`src/rtl/pcisr_pkg.sv`:
```
package pcisr_pkg;
  localparam int NSTICKY = 4;
  localparam int SSE_B   = 14;
  localparam int RMA_B   = 13;
  localparam int RTA_B   = 12;
  localparam int DPD_B   = 8;
  localparam int DEVT_LO = 9;
  // Sticky bit positions, index order: sse, rma, rta, dpd
  localparam int STICKY_POS [NSTICKY] = '{SSE_B, RMA_B, RTA_B, DPD_B};
endpackage

```
`src/rtl/pcisr_event_qual.sv`:
```
module pcisr_event_qual
  import pcisr_pkg::*;
(
  input  logic               ev_mabort,
  input  logic               ev_special,
  input  logic               ev_tabort,
  input  logic               ev_perr,
  input  logic               ev_own_master,
  input  logic               ev_serr,
  input  logic               perr_resp_en,
  input  logic               serr_tabort_en,
  output logic [NSTICKY-1:0] set_vec,
  output logic               serr_now
);
  always_comb begin
    serr_now   = ev_serr | (ev_tabort & serr_tabort_en);
    set_vec[0] = serr_now;
    set_vec[1] = ev_mabort & ~ev_special;
    set_vec[2] = ev_tabort;
    set_vec[3] = ev_perr & ev_own_master & perr_resp_en;
  end
endmodule

```
`src/rtl/pcisr_cfg_decode.sv`:
```
module pcisr_cfg_decode
  import pcisr_pkg::*;
#(
  parameter int ADDR_W    = 6,
  parameter int STATUS_DW = 1
) (
  input  logic [ADDR_W-1:0]  cfg_addr,
  input  logic               cfg_wr,
  input  logic [3:0]         cfg_be,
  input  logic [31:0]        cfg_wdata,
  output logic               hit,
  output logic [NSTICKY-1:0] clr_vec
);
  localparam logic [ADDR_W-1:0] SEL = ADDR_W'(STATUS_DW);

  assign hit = (cfg_addr == SEL);

  for (genvar i = 0; i < NSTICKY; i++) begin : g_clr
    localparam int WB = 16 + STICKY_POS[i];
    localparam int BE = WB / 8;
    assign clr_vec[i] = cfg_wr & hit & cfg_be[BE] & cfg_wdata[WB];
  end
endmodule

```
`src/rtl/pcisr_sticky_bit.sv`:
```
module pcisr_sticky_bit (
  input  logic clk,
  input  logic rst_n,
  input  logic set,
  input  logic clr,
  output logic q
);
  logic q_d;
  logic q_en;

  always_comb begin
    q_en = set | clr;
    q_d  = set;           // set has priority over clear
  end

  always_ff @(posedge clk or negedge rst_n) begin
    if (!rst_n)    q <= 1'b0;
    else if (q_en) q <= q_d;
  end
endmodule

```
`src/rtl/pci_err_status_reg.sv`:
```
module pci_err_status_reg
  import pcisr_pkg::*;
#(
  parameter int         ADDR_W      = 6,
  parameter int         STATUS_DW   = 1,
  parameter logic [1:0] DEVSEL_CODE = 2'b10
) (
  input  logic              clk,
  input  logic              rst_n,
  input  logic              cfg_wr,
  input  logic [ADDR_W-1:0] cfg_addr,
  input  logic [3:0]        cfg_be,
  input  logic [31:0]       cfg_wdata,
  output logic [31:0]       cfg_rdata,
  input  logic              ev_mabort,
  input  logic              ev_special,
  input  logic              ev_tabort,
  input  logic              ev_perr,
  input  logic              ev_own_master,
  input  logic              ev_serr,
  input  logic              perr_resp_en,
  input  logic              serr_tabort_en,
  output logic              serr_req
);
  logic [NSTICKY-1:0] set_vec;
  logic [NSTICKY-1:0] clr_vec;
  logic [NSTICKY-1:0] sticky_q;
  logic               serr_now;
  logic               hit;
  logic               serr_d;
  logic [15:0]        status_q;

  pcisr_event_qual u_qual (
    .ev_mabort      (ev_mabort),
    .ev_special     (ev_special),
    .ev_tabort      (ev_tabort),
    .ev_perr        (ev_perr),
    .ev_own_master  (ev_own_master),
    .ev_serr        (ev_serr),
    .perr_resp_en   (perr_resp_en),
    .serr_tabort_en (serr_tabort_en),
    .set_vec        (set_vec),
    .serr_now       (serr_now)
  );

  pcisr_cfg_decode #(.ADDR_W(ADDR_W), .STATUS_DW(STATUS_DW)) u_dec (
    .cfg_addr  (cfg_addr),
    .cfg_wr    (cfg_wr),
    .cfg_be    (cfg_be),
    .cfg_wdata (cfg_wdata),
    .hit       (hit),
    .clr_vec   (clr_vec)
  );

  for (genvar i = 0; i < NSTICKY; i++) begin : g_bit
    pcisr_sticky_bit u_bit (
      .clk   (clk),
      .rst_n (rst_n),
      .set   (set_vec[i]),
      .clr   (clr_vec[i]),
      .q     (sticky_q[i])
    );
  end

  // system-error request: next state, then register
  always_comb serr_d = serr_now;

  always_ff @(posedge clk or negedge rst_n) begin
    if (!rst_n) serr_req <= 1'b0;
    else        serr_req <= serr_d;
  end

  always_comb begin
    status_q = '0;
    for (int i = 0; i < NSTICKY; i++) status_q[STICKY_POS[i]] = sticky_q[i];
    status_q[DEVT_LO +: 2] = DEVSEL_CODE;
  end

  assign cfg_rdata = hit ? {status_q, 16'h0000} : 32'h0;
endmodule

```
`config.mk`:
```
export PLATFORM = sky130hd
export DESIGN_NAME = pci_err_status_reg
export DESIGN_NICKNAME = d
export VERILOG_FILES = /design/src/rtl/pcisr_pkg.sv /design/src/rtl/pcisr_event_qual.sv /design/src/rtl/pcisr_cfg_decode.sv /design/src/rtl/pcisr_sticky_bit.sv /design/src/rtl/pci_err_status_reg.sv
export SDC_FILE = /design/constraint.sdc
export NUM_CORES = 1
export LEC_CHECK = 0
export ABC_AREA = 1
export ABC_CLOCK_PERIOD_IN_PS = 800
export CORE_MARGIN = 2
export CORE_UTILIZATION = 22
export CTS_BUF_LIST = sky130_fd_sc_hd__clkbuf_4 sky130_fd_sc_hd__clkbuf_8 sky130_fd_sc_hd__clkbuf_16
export CTS_CLUSTER_SIZE = 28
export DETAILED_ROUTE_END_ITERATION = 8
export GPL_TIMING_DRIVEN = 0
export PLACE_DENSITY_LB_ADDON = 0.25
export SLEW_MARGIN = 5
export SYNTH_ARGS = -nofsm -noshare
export SYNTH_HDL_FRONTEND = slang
export SYNTH_HIERARCHICAL = 1
export SYNTH_SLANG_ARGS = --single-unit
```
`constraint.sdc`:
```
create_clock -name clk -period 0.8 [get_ports clk]
set_input_delay 0.16 -clock clk [delete_from_list [all_inputs] [get_ports clk]]
set_output_delay 0.16 -clock clk [all_outputs]
set_load 0.03 [all_outputs]
```
==> results of run 1 <==
## per-layer routing
metal | up-vias | wire length [µm] | share of wire | GRT usage
li1 | 301 | - | - | -
met3 | 0 | 122 | 0.11 | 0.02459
met1 | 208 | 357 | 0.32 | 0.08072
met5 | - | 0 | 0 | 0
met4 | 0 | 0 | 0 | 0.02500
met2 | 32 | 645 | 0.57 | 0.1586
## state kept, by name, summed over array words and instances, names as in the netlist
register / cells
serr_req: 1
g_bit.u_bit/q: 4
## metrics by stage
step                      instances  total power, W
after floorplan                 110       0.0005841
final                           176        0.001070
after global routing            176        0.001152
after global placement          167       0.0007063
after detailed placement        167       0.0007071
after CTS                       176        0.001071
## power by group
| part | switching, W | internal, W |
|---|---|---|
| clock | 0.000108 | 0.000223 |
| sequential | 0.00000262 | 0.000259 |
| combinational | 0.000257 | 0.000221 |
| total | 0.000367 | 0.000702 |
## cells by family (layout without fill, tap and decap cells)
| kind of cell | after synthesis | count (layout) | synth area share |
|---|---|---|---|
| other cells | 1 | 27 | 0.006735 |
| buf+inv | 51 | 87 | 0.5461 |
| flops | 5 | 5 | 0.2247 |
| simple gates | 27 | 27 | 0.2225 |
## repair_timing
item,4_1_cts,5_1_grt
pin swaps,11,9
setup endpoints to repair,10,10
setup buffers,31,3
resized for setup,76,10
## layout make-up
class	instances	area, µm²	area share
plain buffers	30	229.0	0.2106
well taps	30	37.54	0.03452
multi-input cells	54	270.3	0.2486
clock buffers	4	30.03	0.02762
inverters	21	78.83	0.07250
repair buffers	32	316.6	0.2911
flip-flops and latches	5	125.1	0.1151
## worst paths after layout
path	from	endpoint	slack (ps)	cells past startpoint
max	g_bit[1].u_bit/q	cfg_rdata[29]	-220	3
max reg2reg	g_bit[1].u_bit/q	g_bit[1].u_bit/q	80	3
min reg2reg	g_bit[3].u_bit/q	g_bit[3].u_bit/q	500	2
min in group clk	ev_tabort	g_bit[2].u_bit/q	220	4
min	rst_n	serr_req	140	1
max in group asynchronous	rst_n	g_bit[0].u_bit/q	470	1
## cell usage in the layout (no fill, tap or decap)
cell,netlist,routed
nor2_4,0,3
dfrtp_1,5,5
nor2_2,4,3
nand2_2,0,5
nand2_1,16,11
inv_2,0,6
nor2_1,5,3
conb_1,1,27
nand4_4,0,1
buf_2,0,2
clkbuf_4,0,4
buf_6,0,12
and3_4,0,1
inv_1,21,15
dlymetal6s2s_1,0,2
dlygate4sd2_1,0,2
buf_4,30,33
clkdlybuf4s50_1,0,11
==> key figures, run 1 <==
Die
  • Rows: 18
  • Initial standard-cell utilization of the core: 0.2289
  • Die width: 54.31 µm
  • Number of ports placed on the die boundary: 86
  • Die span in y: 54.31 µm
  • Core Region: 0.002432 mm²
  • Overall die area: 0.002949 mm²

GRT
  • Wire length of the first global-routing pass: 1759 µm
  • Antenna violations before repair: 0
  • Largest net degree at the start of global routing: 6
  • Leftover overflow at the end of global routing: 0
  • Total routing usage reported by global routing: 0.08130
  • Number of global-route vias before repair: 469

Route
  • First-iteration detailed-routing DRC count: 4
  • Via count: 541
  • Average vias per placed instance: 3.074
  • Wire length per cell: 6.392 µm
  • Residual DRC count: 0
  • Final WL: 1125 µm
  • First drt pass iteration count: 4
  • Number of antenna-violating nets in the routed design: 0

Timing
  • Highest attainable clock frequency: 981.5 MHz
  • Post-route clock period utilization: 1.274
  • Worst Clk Skew: 0 ps
  • Total negative slack for setup checks: -1136 ps
  • Final hold violations: 0
  • Min Clock Period, post-route: 1019 ps
  • Final Max Tran Viols: 0
  • Minimum setup slack in the final design: -218.9 ps
  • RSZ-0062 raised after global routing: true
  • Worst hold slack: 138.2 ps
  • Final number of setup-violating endpoints: 6

CTS
  • Insertion delay to the later sink of the worst-skew pair: 240 ps
  • Clock buffers created by TritonCTS: 3
  • CTS tree: done
  • Maximum buffer depth of the clock tree: 2
  • H-tree depth: 1
  • Clock transition at the registers of the reported paths: 50 ps
  • Number of buffers added to fix hold violations after cts: 0
  • Cell chosen for the clock root: clkbuf_4
  • Total clock sinks: 5

Synthesis
  • #FFs+latches synth: 5
  • Cell Area, Synth: 556.8 µm²
  • Main area contributors after synthesis: buf_4 (40%), dfrtp_1 (22%), inv_1 (14%)
  • Commonest cells in the netlist: buf_4 (30), inv_1 (21), nand2_1 (16), dfrtp_1 (5), nor2_1 (5)
  • Synthesized area per cell: 6.628 µm²
  • Number of distinct library cells after synthesis: 9
  • Dominant synthesized flop cell: dfrtp_1
  • Synth area leader: buf_4
  • Most numerous cell in the Yosys netlist: buf_4
  • Proportion of synthesized chip area in sequential cells: 0.2247
  • Syn Inst Count: 84
  • Area fraction of the dominant cell type after synthesis: 0.4045
  • Synth warn: 6
  • Post-synthesis async set-or-reset flop share: 1.000
  • Post-synth EDFFs: 0

Power and ir drop
  • Static leakage power: 0.6591 nW
  • Areal power density over the cells: 983.9 mW/mm²
  • IR Drop Worst-Case VDD: 0.0008660 V

Placed design
  • Placed wire-length estimate: 907.3 µm
  • Worst setup slack after placement: -1142 ps
  • RD Place Congestion: 0.6077
  • Placement-stage cell area: 965.9 µm²
  • Port Buffers: 27

Worst setup path
  • Slowest cell on crit path: dfrtp_1
  • Largest incremental delay on the critical path: 390 ps
  • Delay-heaviest family, CP: flip-flops
  • Data required time of the worst path: 640 ps
  • Worst EP arrival: 860 ps
  • Sum of buffers and inverters on the critical path: 2
  • Cells along the critical path: nand2_2, inv_2, buf_6
  • Largest fanout of any net on the critical path: 2
  • Critical path class: reg2out
  • Critical Path End Type: primary output
  • Sort of element at the start of the critical path: flop

Final layout
  • Antenna fix cells: 0
  • Nets@finish: 200
  • Final standard cell area without fillers: 0.001087 mm²
  • Fillcell total: 270
  • Synth-to-layout area growth: 95.28%
  • Share of layout cells above drive strength 1: 0.4795
  • Core utilization of the finished layout: 0.4470

Outcome
  • Violations in the final reports: negative setup slack
  • Result of the run: complete, but fails checks

Hold path
  • Hold/Removal Path Class: in2async

Job
  • Number of max-capacitance violations reported: 0
Note: power is estimated with default switching activity, not from simulation.
==> run 2: changes to the inputs <==
--- a/config.mk
+++ b/config.mk
@@ -7,7 +7,7 @@
 export LEC_CHECK = 0
 export ABC_AREA = 1
 export ABC_CLOCK_PERIOD_IN_PS = 800
-export CORE_MARGIN = 2
+export CORE_MARGIN = 4
 export CORE_UTILIZATION = 22
 export CTS_BUF_LIST = sky130_fd_sc_hd__clkbuf_4 sky130_fd_sc_hd__clkbuf_8 sky130_fd_sc_hd__clkbuf_16
 export CTS_CLUSTER_SIZE = 28
==> key figures, run 2 (synthesized netlist as in run 1, its figures left out) <==
Worst setup path
  • Worst reg-to-reg path cell count: 3
  • Sort of element at the start of the critical path: flop
  • Critical path class: reg2out
  • Worst R2R Start: g_bit[3].u_bit/q
  • Worst EP arrival: 840 ps
  • Worst reg2reg endpoint: g_bit[3].u_bit/q
  • Setup slack of the most critical reg-to-reg path: 70 ps
  • Data required time of the worst path: 640 ps
  • Largest fanout of any net on the critical path: 2
  • Critical path origin: g_bit[2].u_bit/q
  • Critical Path End Type: primary output

GRT
  • Wire length of the first global-routing pass: 1849 µm
  • Largest net degree at the start of global routing: 6
  • Total routing usage reported by global routing: 0.07227
  • Number of global-route vias before repair: 481
  • Leftover overflow at the end of global routing: 0
  • Antenna violations before repair: 0

Final layout
  • Max reg flops: 4
  • Top register by number of flip-flops: g_bit.u_bit/q
  • Nets@finish: 201
  • Share of layout cells above drive strength 1: 0.4830
  • Final standard cell area without fillers: 0.001099 mm²
  • Fillcell total: 232
  • Leading cell type in the layout, fill and taps excluded: buf_4
  • Antenna fix cells: 0
  • Biggest registers after layout: g_bit.u_bit/q (4), serr_req (1)
  • Top library cells by usage in the layout, fill and taps aside: buf_4 (34), conb_1 (27), inv_1 (16)
  • Core utilization of the finished layout: 0.4738
  • Synth-to-layout area growth: 97.30%

Placed design
  • Placement-stage cell area: 963.4 µm²
  • Worst setup slack after placement: -1137 ps
  • Port Buffers: 27
  • Placed wire-length estimate: 1101 µm
  • RD Place Congestion: 0.7125

Route
  • Wire length per cell: 7.291 µm
  • Residual DRC count: 0
  • Number of antenna-violating nets in the routed design: 0
  • First-iteration detailed-routing DRC count: 3
  • Average vias per placed instance: 3.171
  • Final WL: 1276 µm
  • Via count: 555
  • First drt pass iteration count: 2

Die
  • Number of ports placed on the die boundary: 86
  • Overall die area: 0.003399 mm²
  • Rows: 17
  • Core Region: 0.002318 mm²
  • Die span in y: 58.31 µm
  • Die width: 58.31 µm
  • Initial standard-cell utilization of the core: 0.2402

Hold path
  • Hold/Removal Path Class: in2async

CTS
  • Clock transition at the registers of the reported paths: 40 ps
  • Cell chosen for the clock root: clkbuf_4
  • Maximum buffer depth of the clock tree: 2
  • Clock buffers created by TritonCTS: 3
  • CTS tree: done
  • Number of buffers added to fix hold violations after cts: 0
  • H-tree depth: 1
  • Insertion delay to the later sink of the worst-skew pair: 230 ps
  • Total clock sinks: 5

Power and ir drop
  • Static leakage power: 0.6601 nW
  • Areal power density over the cells: 959.5 mW/mm²
  • Total Power Consumption: 0.001054 W
  • IR Drop Worst-Case VDD: 0.0005073 V

Timing
  • Post-route clock period utilization: 1.247
  • RSZ-0062 raised after global routing: true
  • Final number of setup-violating endpoints: 6
  • Worst hold slack: 140.5 ps
  • Worst Clk Skew: 0 ps
  • Final hold violations: 0
  • Minimum setup slack in the final design: -197.4 ps
  • Final Max Tran Viols: 0
  • Highest attainable clock frequency: 1003 MHz
  • Min Clock Period, post-route: 997.4 ps

Outcome
  • Violations in the final reports: negative setup slack
  • Result of the run: complete, but fails checks

Job
  • Number of max-capacitance violations reported: 0
run 2: final cells by class:
type	count	area, µm²	area share
buffer	30	229.0	0.2084
multi-input combinational	54	272.8	0.2483
sequential	5	125.1	0.1139
inverter	21	78.83	0.07175
tap	28	35.03	0.03189
timing repair buffer	33	327.8	0.2984
clock buffer	4	30.03	0.02733
run 2: through the flow:
stage | TNS, ps | std cells
floorplan | -99.04 | 110
global placement | -7806 | 165
detailed placement | -7971 | 165
CTS | -1139 | 173
global route | -1402 | 175
finish | -1048 | 175
run 2: worst max-delay path: stages, from the launching register on:
cell and delay, ps:
dfrtp_1 380, nand2_2 70, inv_2 30, buf_6 120
run 2: routing by layer:
metal | share of wire | global-route usage | vias up
met5 | 0 | 0 | -
met4 | 0 | 0.03974 | 0
met3 | 0.14 | 0.03289 | 0
met2 | 0.55 | 0.1388 | 30
met1 | 0.30 | 0.05984 | 224
li1 | - | - | 301
run 2: worst max-delay path by stage:
stage / endpoint / depth (start not counted)
final: cfg_rdata[28] / 3
after global routing: cfg_rdata[30] / 3
after CTS: cfg_rdata[24] / 3
after detailed placement: cfg_rdata[30] / 7
after global placement: cfg_rdata[30] / 7
after floorplan: cfg_rdata[24] / 5
run 2: timing repair:
action	4_1_cts	5_1_grt
endpoints found under the hold margin	0	0
endpoints found under the setup margin	10	10
pin swaps	12	7
buffers inserted	5	3
gates resized for setup	78	9
run 2: where the power goes:
group,internal [W],switching [W]
sequential,0.000259,0.00000231
combinational,0.000225,0.000259
clock,0.000221,0.0000883
==> run 3: changes to the inputs <==
--- a/config.mk
+++ b/config.mk
@@ -7,7 +7,7 @@
 export LEC_CHECK = 0
 export ABC_AREA = 1
 export ABC_CLOCK_PERIOD_IN_PS = 800
-export CORE_MARGIN = 4
+export CORE_MARGIN = 2
 export CORE_UTILIZATION = 22
 export CTS_BUF_LIST = sky130_fd_sc_hd__clkbuf_4 sky130_fd_sc_hd__clkbuf_8 sky130_fd_sc_hd__clkbuf_16
 export CTS_CLUSTER_SIZE = 28
==> results of run 3 <==
Final layout, timing and power as in run 1 (identical DEF).
